$ cat src/rtl/irq_src_pkg.sv
package irq_src_pkg;

   localparam int unsigned BUS_W       = 32;
   localparam int unsigned ADDR_W      = 12;
   localparam int unsigned PIN_NUM_W   = 6;
   localparam int unsigned WEDGE_NUM_W = 8;
   localparam int unsigned VEC_BITS    = 32;

   // register offsets; software decodes these, so they are fixed
   localparam logic [ADDR_W-1:0] OFS_POL   = 12'h100;
   localparam logic [ADDR_W-1:0] OFS_TRIG  = 12'h180;
   localparam logic [ADDR_W-1:0] OFS_DUAL  = 12'h200;
   localparam logic [ADDR_W-1:0] OFS_WEDGE = 12'h280;
   localparam logic [ADDR_W-1:0] OFS_MCLR  = 12'h300;
   localparam logic [ADDR_W-1:0] OFS_MSET  = 12'h380;
   localparam logic [ADDR_W-1:0] OFS_MASK  = 12'h400;
   localparam logic [ADDR_W-1:0] OFS_PEND  = 12'h480;
   localparam logic [ADDR_W-1:0] OFS_MAP   = 12'h500;

   localparam int unsigned WEDGE_SET_BIT = 31;
   localparam int unsigned MAP_PIN_BIT   = 31;
   localparam int unsigned MAP_NMI_BIT   = 30;

   typedef struct packed {
      logic                 pin_en;
      logic                 nmi_en;
      logic [PIN_NUM_W-1:0] pin;
   } route_t;

   function automatic logic [ADDR_W-1:0] word_addr(input logic [ADDR_W-1:0] base,
                                                   input int unsigned       k);
      return base + ADDR_W'(4 * k);
   endfunction

endpackage

$ cat src/rtl/irq_src_sync.sv
module irq_src_sync #(
   parameter int unsigned WIDTH  = 32,
   parameter int unsigned STAGES = 2
) (
   input  logic             clk_i,
   input  logic             rst_ni,
   input  logic [WIDTH-1:0] d_i,
   output logic [WIDTH-1:0] q_o
);

   logic [STAGES-1:0][WIDTH-1:0] chain_q;

   always_ff @(posedge clk_i or negedge rst_ni) begin
      if (!rst_ni) begin
         chain_q <= '0;
      end else begin
         chain_q[0] <= d_i;
         for (int s = 1; s < int'(STAGES); s++) begin
            chain_q[s] <= chain_q[s-1];
         end
      end
   end

   assign q_o = chain_q[STAGES-1];

endmodule

$ cat src/rtl/irq_src_cell.sv
module irq_src_cell (
   input  logic clk_i,
   input  logic rst_ni,
   input  logic line_i,
   input  logic pol_i,
   input  logic trig_i,
   input  logic dual_i,
   input  logic wset_i,
   input  logic wclr_i,
   output logic pend_o
);

   logic prev_q;
   logic held_q;
   logic rise, fall, edge_hit, level_hit;

   assign rise      = line_i & ~prev_q;
   assign fall      = ~line_i & prev_q;
   assign edge_hit  = trig_i & (dual_i ? (rise | fall) : (pol_i ? rise : fall));
   assign level_hit = ~trig_i & ~(line_i ^ pol_i);

   // a fresh edge or a software set wins over a clear in the same cycle
   always_ff @(posedge clk_i or negedge rst_ni) begin
      if (!rst_ni) begin
         prev_q <= 1'b0;
         held_q <= 1'b0;
      end else begin
         prev_q <= line_i;
         held_q <= edge_hit | wset_i | (held_q & ~wclr_i);
      end
   end

   assign pend_o = held_q | level_hit;

endmodule

$ cat src/rtl/irq_src_regs.sv
module irq_src_regs
   import irq_src_pkg::*;
#(
   parameter int unsigned NUM_SRC = 32
) (
   input  logic                     clk_i,
   input  logic                     rst_ni,
   input  logic                     wr_i,
   input  logic                     rd_i,
   input  logic [ADDR_W-1:0]        addr_i,
   input  logic [BUS_W-1:0]         wdata_i,
   input  logic [NUM_SRC-1:0]       pend_i,
   output logic [BUS_W-1:0]         rdata_o,
   output logic [NUM_SRC-1:0]       pol_o,
   output logic [NUM_SRC-1:0]       trig_o,
   output logic [NUM_SRC-1:0]       dual_o,
   output logic [NUM_SRC-1:0]       mask_o,
   output logic [NUM_SRC-1:0]       wset_o,
   output logic [NUM_SRC-1:0]       wclr_o,
   output route_t [NUM_SRC-1:0]     route_o
);

   localparam int unsigned NWORDS = (NUM_SRC + VEC_BITS - 1) / VEC_BITS;
   localparam int unsigned VEC_W  = NWORDS * VEC_BITS;
   localparam logic [VEC_W-1:0] VALID = VEC_W'({NUM_SRC{1'b1}});

   logic [VEC_W-1:0]        pol_q, trig_q, dual_q, mask_q;
   logic [VEC_W-1:0]        pend_pad;
   route_t [NUM_SRC-1:0]    route_q;
   logic [BUS_W-1:0]        rd_val, rdata_q;
   logic [WEDGE_NUM_W-1:0]  wedge_num;
   logic                    wedge_hit;

   assign pend_pad = VEC_W'(pend_i);

   // configuration, enable and route storage
   always_ff @(posedge clk_i or negedge rst_ni) begin
      if (!rst_ni) begin
         pol_q   <= '0;
         trig_q  <= '0;
         dual_q  <= '0;
         mask_q  <= '0;
         route_q <= '0;
      end else if (wr_i) begin
         for (int unsigned k = 0; k < NWORDS; k++) begin
            if (addr_i == word_addr(OFS_POL, k))
               pol_q[k*VEC_BITS +: VEC_BITS] <= wdata_i & VALID[k*VEC_BITS +: VEC_BITS];
            if (addr_i == word_addr(OFS_TRIG, k))
               trig_q[k*VEC_BITS +: VEC_BITS] <= wdata_i & VALID[k*VEC_BITS +: VEC_BITS];
            if (addr_i == word_addr(OFS_DUAL, k))
               dual_q[k*VEC_BITS +: VEC_BITS] <= wdata_i & VALID[k*VEC_BITS +: VEC_BITS];
            if (addr_i == word_addr(OFS_MCLR, k))
               mask_q[k*VEC_BITS +: VEC_BITS] <= mask_q[k*VEC_BITS +: VEC_BITS] & ~wdata_i;
            if (addr_i == word_addr(OFS_MSET, k))
               mask_q[k*VEC_BITS +: VEC_BITS] <= mask_q[k*VEC_BITS +: VEC_BITS]
                                                 | (wdata_i & VALID[k*VEC_BITS +: VEC_BITS]);
         end
         for (int unsigned i = 0; i < NUM_SRC; i++) begin
            if (addr_i == word_addr(OFS_MAP, i))
               route_q[i] <= {wdata_i[MAP_PIN_BIT], wdata_i[MAP_NMI_BIT], wdata_i[PIN_NUM_W-1:0]};
         end
      end
   end

   // software set / clear command, decoded into one-hot pulses
   assign wedge_num = wdata_i[WEDGE_NUM_W-1:0];
   assign wedge_hit = wr_i && (addr_i == OFS_WEDGE);

   always_comb begin
      wset_o = '0;
      wclr_o = '0;
      for (int unsigned i = 0; i < NUM_SRC; i++) begin
         if (wedge_hit && (wedge_num == WEDGE_NUM_W'(i))) begin
            wset_o[i] = wdata_i[WEDGE_SET_BIT];
            wclr_o[i] = ~wdata_i[WEDGE_SET_BIT];
         end
      end
   end

   // read mux
   always_comb begin
      rd_val = '0;
      for (int unsigned k = 0; k < NWORDS; k++) begin
         if (addr_i == word_addr(OFS_POL, k))  rd_val = pol_q[k*VEC_BITS +: VEC_BITS];
         if (addr_i == word_addr(OFS_TRIG, k)) rd_val = trig_q[k*VEC_BITS +: VEC_BITS];
         if (addr_i == word_addr(OFS_DUAL, k)) rd_val = dual_q[k*VEC_BITS +: VEC_BITS];
         if (addr_i == word_addr(OFS_MASK, k)) rd_val = mask_q[k*VEC_BITS +: VEC_BITS];
         if (addr_i == word_addr(OFS_PEND, k)) rd_val = pend_pad[k*VEC_BITS +: VEC_BITS];
      end
      for (int unsigned i = 0; i < NUM_SRC; i++) begin
         if (addr_i == word_addr(OFS_MAP, i))
            rd_val = {route_q[i].pin_en, route_q[i].nmi_en,
                      {(BUS_W-2-PIN_NUM_W){1'b0}}, route_q[i].pin};
      end
   end

   always_ff @(posedge clk_i or negedge rst_ni) begin
      if (!rst_ni)   rdata_q <= '0;
      else if (rd_i) rdata_q <= rd_val;
   end

   assign rdata_o = rdata_q;
   assign pol_o   = pol_q[NUM_SRC-1:0];
   assign trig_o  = trig_q[NUM_SRC-1:0];
   assign dual_o  = dual_q[NUM_SRC-1:0];
   assign mask_o  = mask_q[NUM_SRC-1:0];
   assign route_o = route_q;

endmodule

$ cat src/rtl/irq_src_route.sv
module irq_src_route
   import irq_src_pkg::*;
#(
   parameter int unsigned NUM_SRC  = 32,
   parameter int unsigned NUM_PINS = 8,
   parameter bit          OUT_REG  = 1'b0
) (
   input  logic                  clk_i,
   input  logic                  rst_ni,
   input  logic [NUM_SRC-1:0]    act_i,
   input  route_t [NUM_SRC-1:0]  route_i,
   output logic [NUM_PINS-1:0]   pin_o,
   output logic                  nmi_o
);

   logic [NUM_PINS-1:0] pin_d;
   logic                nmi_d;

   always_comb begin
      pin_d = '0;
      nmi_d = 1'b0;
      for (int unsigned i = 0; i < NUM_SRC; i++) begin
         if (act_i[i]) begin
            if (route_i[i].nmi_en) nmi_d = 1'b1;
            if (route_i[i].pin_en) begin
               for (int unsigned p = 0; p < NUM_PINS; p++) begin
                  if (route_i[i].pin == PIN_NUM_W'(p)) pin_d[p] = 1'b1;
               end
            end
         end
      end
   end

   if (OUT_REG) begin : g_out_reg
      always_ff @(posedge clk_i or negedge rst_ni) begin
         if (!rst_ni) begin
            pin_o <= '0;
            nmi_o <= 1'b0;
         end else begin
            pin_o <= pin_d;
            nmi_o <= nmi_d;
         end
      end
   end else begin : g_out_comb
      logic unused_clk;
      assign unused_clk = clk_i ^ rst_ni;
      assign pin_o = pin_d;
      assign nmi_o = nmi_d;
   end

endmodule

$ cat src/rtl/irq_src_ctrl.sv
module irq_src_ctrl
   import irq_src_pkg::*;
#(
   parameter int unsigned NUM_SRC     = 32,
   parameter int unsigned NUM_PINS    = 8,
   parameter int unsigned SYNC_STAGES = 2,
   parameter bit          OUT_REG     = 1'b0
) (
   input  logic                 clk_i,
   input  logic                 rst_ni,
   input  logic [NUM_SRC-1:0]   irq_lines_i,
   input  logic                 bus_wr_i,
   input  logic                 bus_rd_i,
   input  logic [ADDR_W-1:0]    bus_addr_i,
   input  logic [BUS_W-1:0]     bus_wdata_i,
   output logic [BUS_W-1:0]     bus_rdata_o,
   output logic [NUM_PINS-1:0]  irq_pin_o,
   output logic                 irq_nmi_o
);

   // elaboration-time parameter checks
   if (NUM_SRC < 1 || NUM_SRC > (1 << WEDGE_NUM_W)) begin : g_bad_src
      $error("NUM_SRC must lie in 1..256");
   end
   if (NUM_PINS < 1 || NUM_PINS > (1 << PIN_NUM_W)) begin : g_bad_pins
      $error("NUM_PINS must lie in 1..64");
   end
   if (SYNC_STAGES < 2) begin : g_bad_sync
      $error("SYNC_STAGES must be at least 2");
   end

   logic [NUM_SRC-1:0]   line_sync;
   logic [NUM_SRC-1:0]   pol_vec, trig_vec, dual_vec, mask_vec;
   logic [NUM_SRC-1:0]   wset_vec, wclr_vec, pend_vec;
   route_t [NUM_SRC-1:0] route_vec;

   irq_src_sync #(.WIDTH(NUM_SRC), .STAGES(SYNC_STAGES)) u_sync (
      .clk_i  (clk_i),
      .rst_ni (rst_ni),
      .d_i    (irq_lines_i),
      .q_o    (line_sync)
   );

   for (genvar i = 0; i < NUM_SRC; i++) begin : g_cell
      irq_src_cell u_cell (
         .clk_i  (clk_i),
         .rst_ni (rst_ni),
         .line_i (line_sync[i]),
         .pol_i  (pol_vec[i]),
         .trig_i (trig_vec[i]),
         .dual_i (dual_vec[i]),
         .wset_i (wset_vec[i]),
         .wclr_i (wclr_vec[i]),
         .pend_o (pend_vec[i])
      );
   end

   irq_src_regs #(.NUM_SRC(NUM_SRC)) u_regs (
      .clk_i   (clk_i),
      .rst_ni  (rst_ni),
      .wr_i    (bus_wr_i),
      .rd_i    (bus_rd_i),
      .addr_i  (bus_addr_i),
      .wdata_i (bus_wdata_i),
      .pend_i  (pend_vec),
      .rdata_o (bus_rdata_o),
      .pol_o   (pol_vec),
      .trig_o  (trig_vec),
      .dual_o  (dual_vec),
      .mask_o  (mask_vec),
      .wset_o  (wset_vec),
      .wclr_o  (wclr_vec),
      .route_o (route_vec)
   );

   irq_src_route #(.NUM_SRC(NUM_SRC), .NUM_PINS(NUM_PINS), .OUT_REG(OUT_REG)) u_route (
      .clk_i   (clk_i),
      .rst_ni  (rst_ni),
      .act_i   (pend_vec & mask_vec),
      .route_i (route_vec),
      .pin_o   (irq_pin_o),
      .nmi_o   (irq_nmi_o)
   );

endmodule

$ cat config.mk
export PLATFORM = sky130hd
export DESIGN_NAME = irq_src_ctrl
export DESIGN_NICKNAME = d
export VERILOG_FILES = /design/src/rtl/irq_src_pkg.sv /design/src/rtl/irq_src_sync.sv /design/src/rtl/irq_src_cell.sv /design/src/rtl/irq_src_regs.sv /design/src/rtl/irq_src_route.sv /design/src/rtl/irq_src_ctrl.sv
export SDC_FILE = /design/constraint.sdc
export NUM_CORES = 1
export LEC_CHECK = 0
export ABC_AREA = 0
export BUFFER_PORTS_ARGS = -buffer_cell sky130_fd_sc_hd__clkbuf_2
export CAP_MARGIN = 5
export CELL_PAD_IN_SITES_DETAIL_PLACEMENT = 1
export CELL_PAD_IN_SITES_GLOBAL_PLACEMENT = 1
export CORE_MARGIN = 10
export CORE_UTILIZATION = 45
export CTS_CLUSTER_SIZE = 14
export DETAILED_ROUTE_END_ITERATION = 7
export PLACE_DENSITY = 0.74
export SYNTH_ARGS = -nofsm -noshare
export SYNTH_HDL_FRONTEND = slang
export SYNTH_SLANG_ARGS = --single-unit
$ cat constraint.sdc
create_clock -name clk_i -period 2.55 [get_ports clk_i]
set_input_delay 0.51 -clock clk_i [delete_from_list [all_inputs] [get_ports clk_i]]
set_output_delay 0.51 -clock clk_i [all_outputs]
set_load 0.1 [all_outputs]
==> results.py, run 1 <==
metrics = {
    "grt": {
        "grt_usage_pct": 79.2,
        "grt.overflow.total": 317,
        "antenna_found_initial": 46,
        "grt_max_degree": 88,
    },
    "clock_network": {
        "cts_root_buffer": "clkbuf_16",
        "cts-buffers-inserted": 59,
        "htreeDepth": 2,
        "clock-sinks": 544,
        "cts_buffer_depth": 3,
    },
    "placement": {
        "gp_congestion": 1.08,
        "numPortBuffers": 120,
        "placed_area_sq_um": 38500,
        "hpwl_um": 132000,
    },
    "synthesis": {
        "synth-adder-area-share_pct": 2.72,
        "seq_area_frac_synth_pct": 46.3,
        "synthXorXnorAreaFrac_pct": 0.954,
        "synthCells": 2839,
        "synth_top_family_by_area": "simple AND/OR/NAND/NOR gates",
        "synth-compound-area-share_pct": 14.6,
        "ys_async_sr_fraction_pct": 100,
        "synth.mux.area_fraction_pct": 14.9,
        "synth_fp_nets": 2983,
        "synth_edf_count": 0,
        "synth_area_leaders": "dfrtp_1, mux2_2, nand2_1",
        "syn_avg_cell_area_sq_um": 10.4,
        "syn_area_sq_um": 29400,
        "synth_warnings": 0,
        "synth.top_cell.area_share_pct": 46.3,
        "synth.distinct_cells": 90,
        "yosys.area_share.simple_pct": 16.7,
        "synth-seq-cells": 544,
        "synthFlopType": "dfrtp_1",
        "yosysTopAreaCell": "dfrtp_1",
    },
    "die": {
        "die_h_um": 276,
        "rows": 93,
        "pin_count": 121,
        "start_util_pct": 45.5,
        "dieWidth_um": 276,
    },
    "sta": {
        "worst_endpoint": "irq_nmi_o",
        "worstEpCategory": "top-level output",
    },
    "outcome": {
        "first-error": "[ERROR GRT-0232] Routing congestion too high. Check the congestion heatmap in the GUI.",
        "stop_stage": "global routing",
        "status": "did not finish",
    },
}
==> synthesized netlist by cell type, types with 9 or more instances <==
library cell,instances
a221oi_1,26
nand4b_1,24
buf_1,14
clkbuf_1,91
o32ai_1,24
nand3_1,106
a32oi_1,9
nor3_2,9
o22ai_1,91
a31oi_1,14
a22oi_1,18
nand2b_1,35
nor3_1,84
inv_1,130
o31ai_1,11
nor2b_1,13
buf_2,27
a211oi_1,18
a221o_1,15
nand2_1,286
o21ai_0,140
o211ai_1,49
mux2_2,381
and3_1,29
o2111ai_1,11
nand4_1,41
dfrtp_1,544
a21oi_1,53
a222oi_1,25
ha_1,64
o21bai_1,26
nor4_1,32
nor2_1,147
nor4b_1,27
o221ai_1,14
nor3b_1,15
xor2_1,31
==> metrics by stage <==
step	TNS, ns	worst slack, ns	std cells	utilization, %
4_1_cts	-9.67	-1.26	4809	65.2
3_5_place_dp	-95.87	-1.10	4645	59.6
3_3_place_gp	-68.72	-1.03	4645	59.6
2_1_floorplan	-1.95	-0.521	2839	-
==> cells by family after synthesis <==
kind of cell,count (synthesis)
AO/OA/AOI/OAI,614
AND/OR/NAND/NOR,924
flip-flops,544
adder cells (fa/ha/maj),64
multiplexers,390
XOR/XNOR,32
buffers and inverters,271
==> timing repair <==
| action | in CTS |
|---|---|
| endpoints found under the setup margin | 19 |
| gates cloned | 1 |
| hold buffers | 33 |
| pin swaps | 65 |
| gates resized for setup | 210 |
| hold endpoints to repair | 71 |
| buffers inserted | 29 |
==> routing by layer <==
layer | overflow | global-route usage, %
met1 | 10 | 77.9
met2 | 144 | 89.7
met3 | 20 | 72.7
met4 | 142 | 77.0
met5 | 1 | 49.4
==> run 2: changes to the inputs <==
--- a/config.mk
+++ b/config.mk
@@ -8,13 +8,10 @@
 export ABC_AREA = 0
 export BUFFER_PORTS_ARGS = -buffer_cell sky130_fd_sc_hd__clkbuf_2
 export CAP_MARGIN = 5
-export CELL_PAD_IN_SITES_DETAIL_PLACEMENT = 1
-export CELL_PAD_IN_SITES_GLOBAL_PLACEMENT = 1
 export CORE_MARGIN = 10
-export CORE_UTILIZATION = 45
-export CTS_CLUSTER_SIZE = 14
+export CORE_UTILIZATION = 30
 export DETAILED_ROUTE_END_ITERATION = 7
-export PLACE_DENSITY = 0.74
+export PLACE_DENSITY_LB_ADDON = 0.15
 export SYNTH_ARGS = -nofsm -noshare
 export SYNTH_HDL_FRONTEND = slang
 export SYNTH_SLANG_ARGS = --single-unit
==> results.py, run 2 <==
metrics = {
    "outcome": {
        "status": "finished, violations left",
        "violations": "negative setup slack",
    },
    "grt": {
        "grt.overflow.total": 0,
        "first_global_vias": 29868,
        "grt_pass1_wl_um": 218000,
        "grt_max_degree": 79,
        "grt_usage_pct": 26.8,
        "antenna_found_initial": 13,
    },
    "route": {
        "wire_per_inst_um": 29.2,
        "drc": 0,
        "vias": 29216,
        "ant_nets": 0,
        "vias_per_cell": 5.57,
        "routed_wl_um": 153000,
        "drt_pass1_iterations": 8,
        "first_iter_violations": 2552,
    },
    "critical_path": {
        "cpPeakStageDelay_ns": 0.42,
        "crit_arrival_ns": 3.14,
        "end_kind": "primary output",
        "regToRegSetupSlack_ns": -0.01,
        "cpMostUsedCell": "nand4_1",
        "crit_path_start_kind": "flop",
        "cp_cell_sequence": "xor2_1 > o21bai_2 > nand4_1 > o32ai_1 > nor2_2 > o311ai_2 > a2111oi_4 > nand4_1 > buf_12",
        "required_ns": 2.04,
        "crit_type": "reg -> out",
        "path_buf_inv": 1,
        "critPathSlowestCell": "o32ai_1",
        "path_max_fanout": 4,
        "critPathTopFamily": "compound AO/OA/AOI/OAI gates",
    },
    "synthesis": {
        "yosysMostFrequentCell": "dfrtp_1",
        "synthCells": 2839,
        "synth.top_cell.area_share_pct": 46.3,
        "synthFlopType": "dfrtp_1",
        "ys_top_cells_by_count": "dfrtp_1, mux2_2, nand2_1",
        "synth_warnings": 0,
        "synth_fp_nets": 2983,
        "synth-seq-cells": 544,
        "synth_edf_count": 0,
        "synth.distinct_cells": 90,
        "synth_area_leaders": "dfrtp_1, mux2_2, nand2_1",
        "yosysTopAreaCell": "dfrtp_1",
        "ys_async_sr_fraction_pct": 100,
        "syn_area_sq_um": 29400,
        "syn_avg_cell_area_sq_um": 10.4,
        "seq_area_frac_synth_pct": 46.3,
    },
    "placement": {
        "placed_area_sq_um": 39000,
        "numPortBuffers": 120,
        "gp_congestion": 0.978,
        "hpwl_um": 119000,
    },
    "power_and_ir_drop": {
        "ir_worst_vdd_mv": 0.520,
        "p_leak_uw": 0.0202,
        "power_uw": 20400,
        "p_per_area_nw_per_um2": 471,
    },
    "sta": {
        "rsz0062_at_grt": "true",
        "min_period_ns": 3.65,
        "slew-limit-headroom_pct": 44.0,
        "clock.fmax_mhz": 274,
        "tns_ns": -8.88,
        "skew_ns": 0.0141,
        "fin_crit_sh_pct": 143,
        "setup_ws_ns": -1.10,
        "finalSetupViolations": 11,
        "worst_pin_slew_ns": 0.832,
        "drv_slew": 0,
        "hold_violations": 0,
    },
    "final_layout": {
        "drive_above_1_share_pct": 46.1,
        "syn_to_final_growth_pct": 47.5,
        "layout_common_cells": "buf_4, dfrtp_1, mux2_2",
        "fillers": 9361,
        "fin_nets": 4058,
        "largest_reg_flops": 256,
        "final_common_cell": "buf_4",
        "fin_area_sq_um": 43400,
    },
    "clock_network": {
        "cts_root_buffer": "clkbuf_16",
        "cts_buffer_depth": 3,
        "worstSkewPairLatency_ns": 0.64,
        "cts_tree": "done",
        "clkTransAtPathRegs_ns": 0.06,
        "cts-buffers-inserted": 67,
        "htreeDepth": 3,
        "clock-sinks": 544,
    },
    "die": {
        "dieArea_sq_um": 111000,
        "start_util_pct": 30.3,
        "rows": 114,
        "die_h_um": 333,
        "pin_count": 121,
        "dieWidth_um": 333,
        "core-area_sq_um": 97000,
    },
    "flow_run": {
        "maxCapViolations": 0,
    },
    "worst_hold_path": {
        "worst_hold_path_type": "in -> reg",
    },
}
run 2: cell counts after synthesis:
No cell type changed its count.
run 2: per-layer routing:
layer	vias to the layer above	share of wire (%)	track usage (%)
li1	12828	-	-
met1	14933	44	36.1
met2	1171	45	42.5
met3	270	6.6	4.50
met4	14	4.0	10.4
met5	-	0.065	0
run 2: cells by family (layout without fill, tap and decap cells):
kind of cell / after synthesis / after routing / share of synthesized area [%]
buffers and inverters: 271 / 1395 / 3.77
multiplexers: 390 / 390 / 14.9
AND/OR/NAND/NOR: 924 / 924 / 16.7
AO/OA/AOI/OAI: 614 / 614 / 14.6
other: 0 / 4 / 0
adder cells (fa/ha/maj): 64 / 64 / 2.72
flip-flops: 544 / 544 / 46.3
XOR/XNOR: 32 / 32 / 0.954
run 2: final timing paths:
check                      cells after the start                              end                         start
max                                            9                     irq_pin_o[1]      u_sync.q_o[21]$_DFF_PN0_
min in group asynchronous                      2  u_regs.route_o[186]$_DFFE_PN0P_                        rst_ni
max reg2reg                                   10    u_regs.rdata_o[5]$_DFFE_PN0P_                          flop
max in group asynchronous                      4   u_regs.route_o[33]$_DFFE_PN0P_                        rst_ni
min reg2reg                                    0         u_sync.q_o[26]$_DFF_PN0_  u_sync.chain_q[26]$_DFF_PN0_
min                                            2    u_regs.trig_o[16]$_DFFE_PN0P_               bus_wdata_i[16]
run 2: worst register-to-register path, cell delays in order (launching register included):
cell	delay [ns]
dfrtp_2	0.43
buf_6	0.15
o2111a_2	0.29
a2111oi_4	0.26
o31ai_2	0.10
buf_4	0.15
a211oi_4	0.31
o31ai_4	0.14
buf_4	0.17
a211oi_4	0.32
o31ai_2	0.11
run 2: final cells by class:
cell class | instances | area, sq um | area share (%)
flip-flops and latches | 544 | 13600 | 31.4
clock inverters | 26 | 379 | 0.874
well taps | 1276 | 1600 | 3.68
inverters | 130 | 488 | 1.13
clock buffers | 92 | 1930 | 4.44
multi-input cells | 2024 | 16100 | 37.1
repair buffers | 1147 | 9260 | 21.4
diodes | 4 | 10.0 | 0.0231
run 2: repair_timing:
action / in CTS / in global routing
setup endpoints to repair: 21 / 28
endpoints found under the hold margin: 52 / 0
hold buffers: 33 / 0
cloned: 0 / 0
gates resized for setup: 148 / 122
setup buffers: 16 / 26
pin swaps: 52 / 72
run 2: stage by stage:
stage / worst slack [ns] / instances / utilization (%) / hold slack [ns]
after floorplan: -0.521 / 2839 / - / 0.214
after global placement: -1.61 / 5056 / 40.3 / 0.332
after detailed placement: -1.28 / 5057 / 40.3 / 0.335
after CTS: -1.17 / 5220 / 43.8 / 0.134
after global routing: -1.16 / 5242 / 44.7 / 0.156
final: -1.10 / 5243 / 44.7 / 0.157
run 2: where the power goes:
part | switching [uW] | internal [uW]
Clock | 4090 | 6120
Sequential | 96.3 | 8750
Combinational | 904 | 476
(Power assumes the default switching activity.)
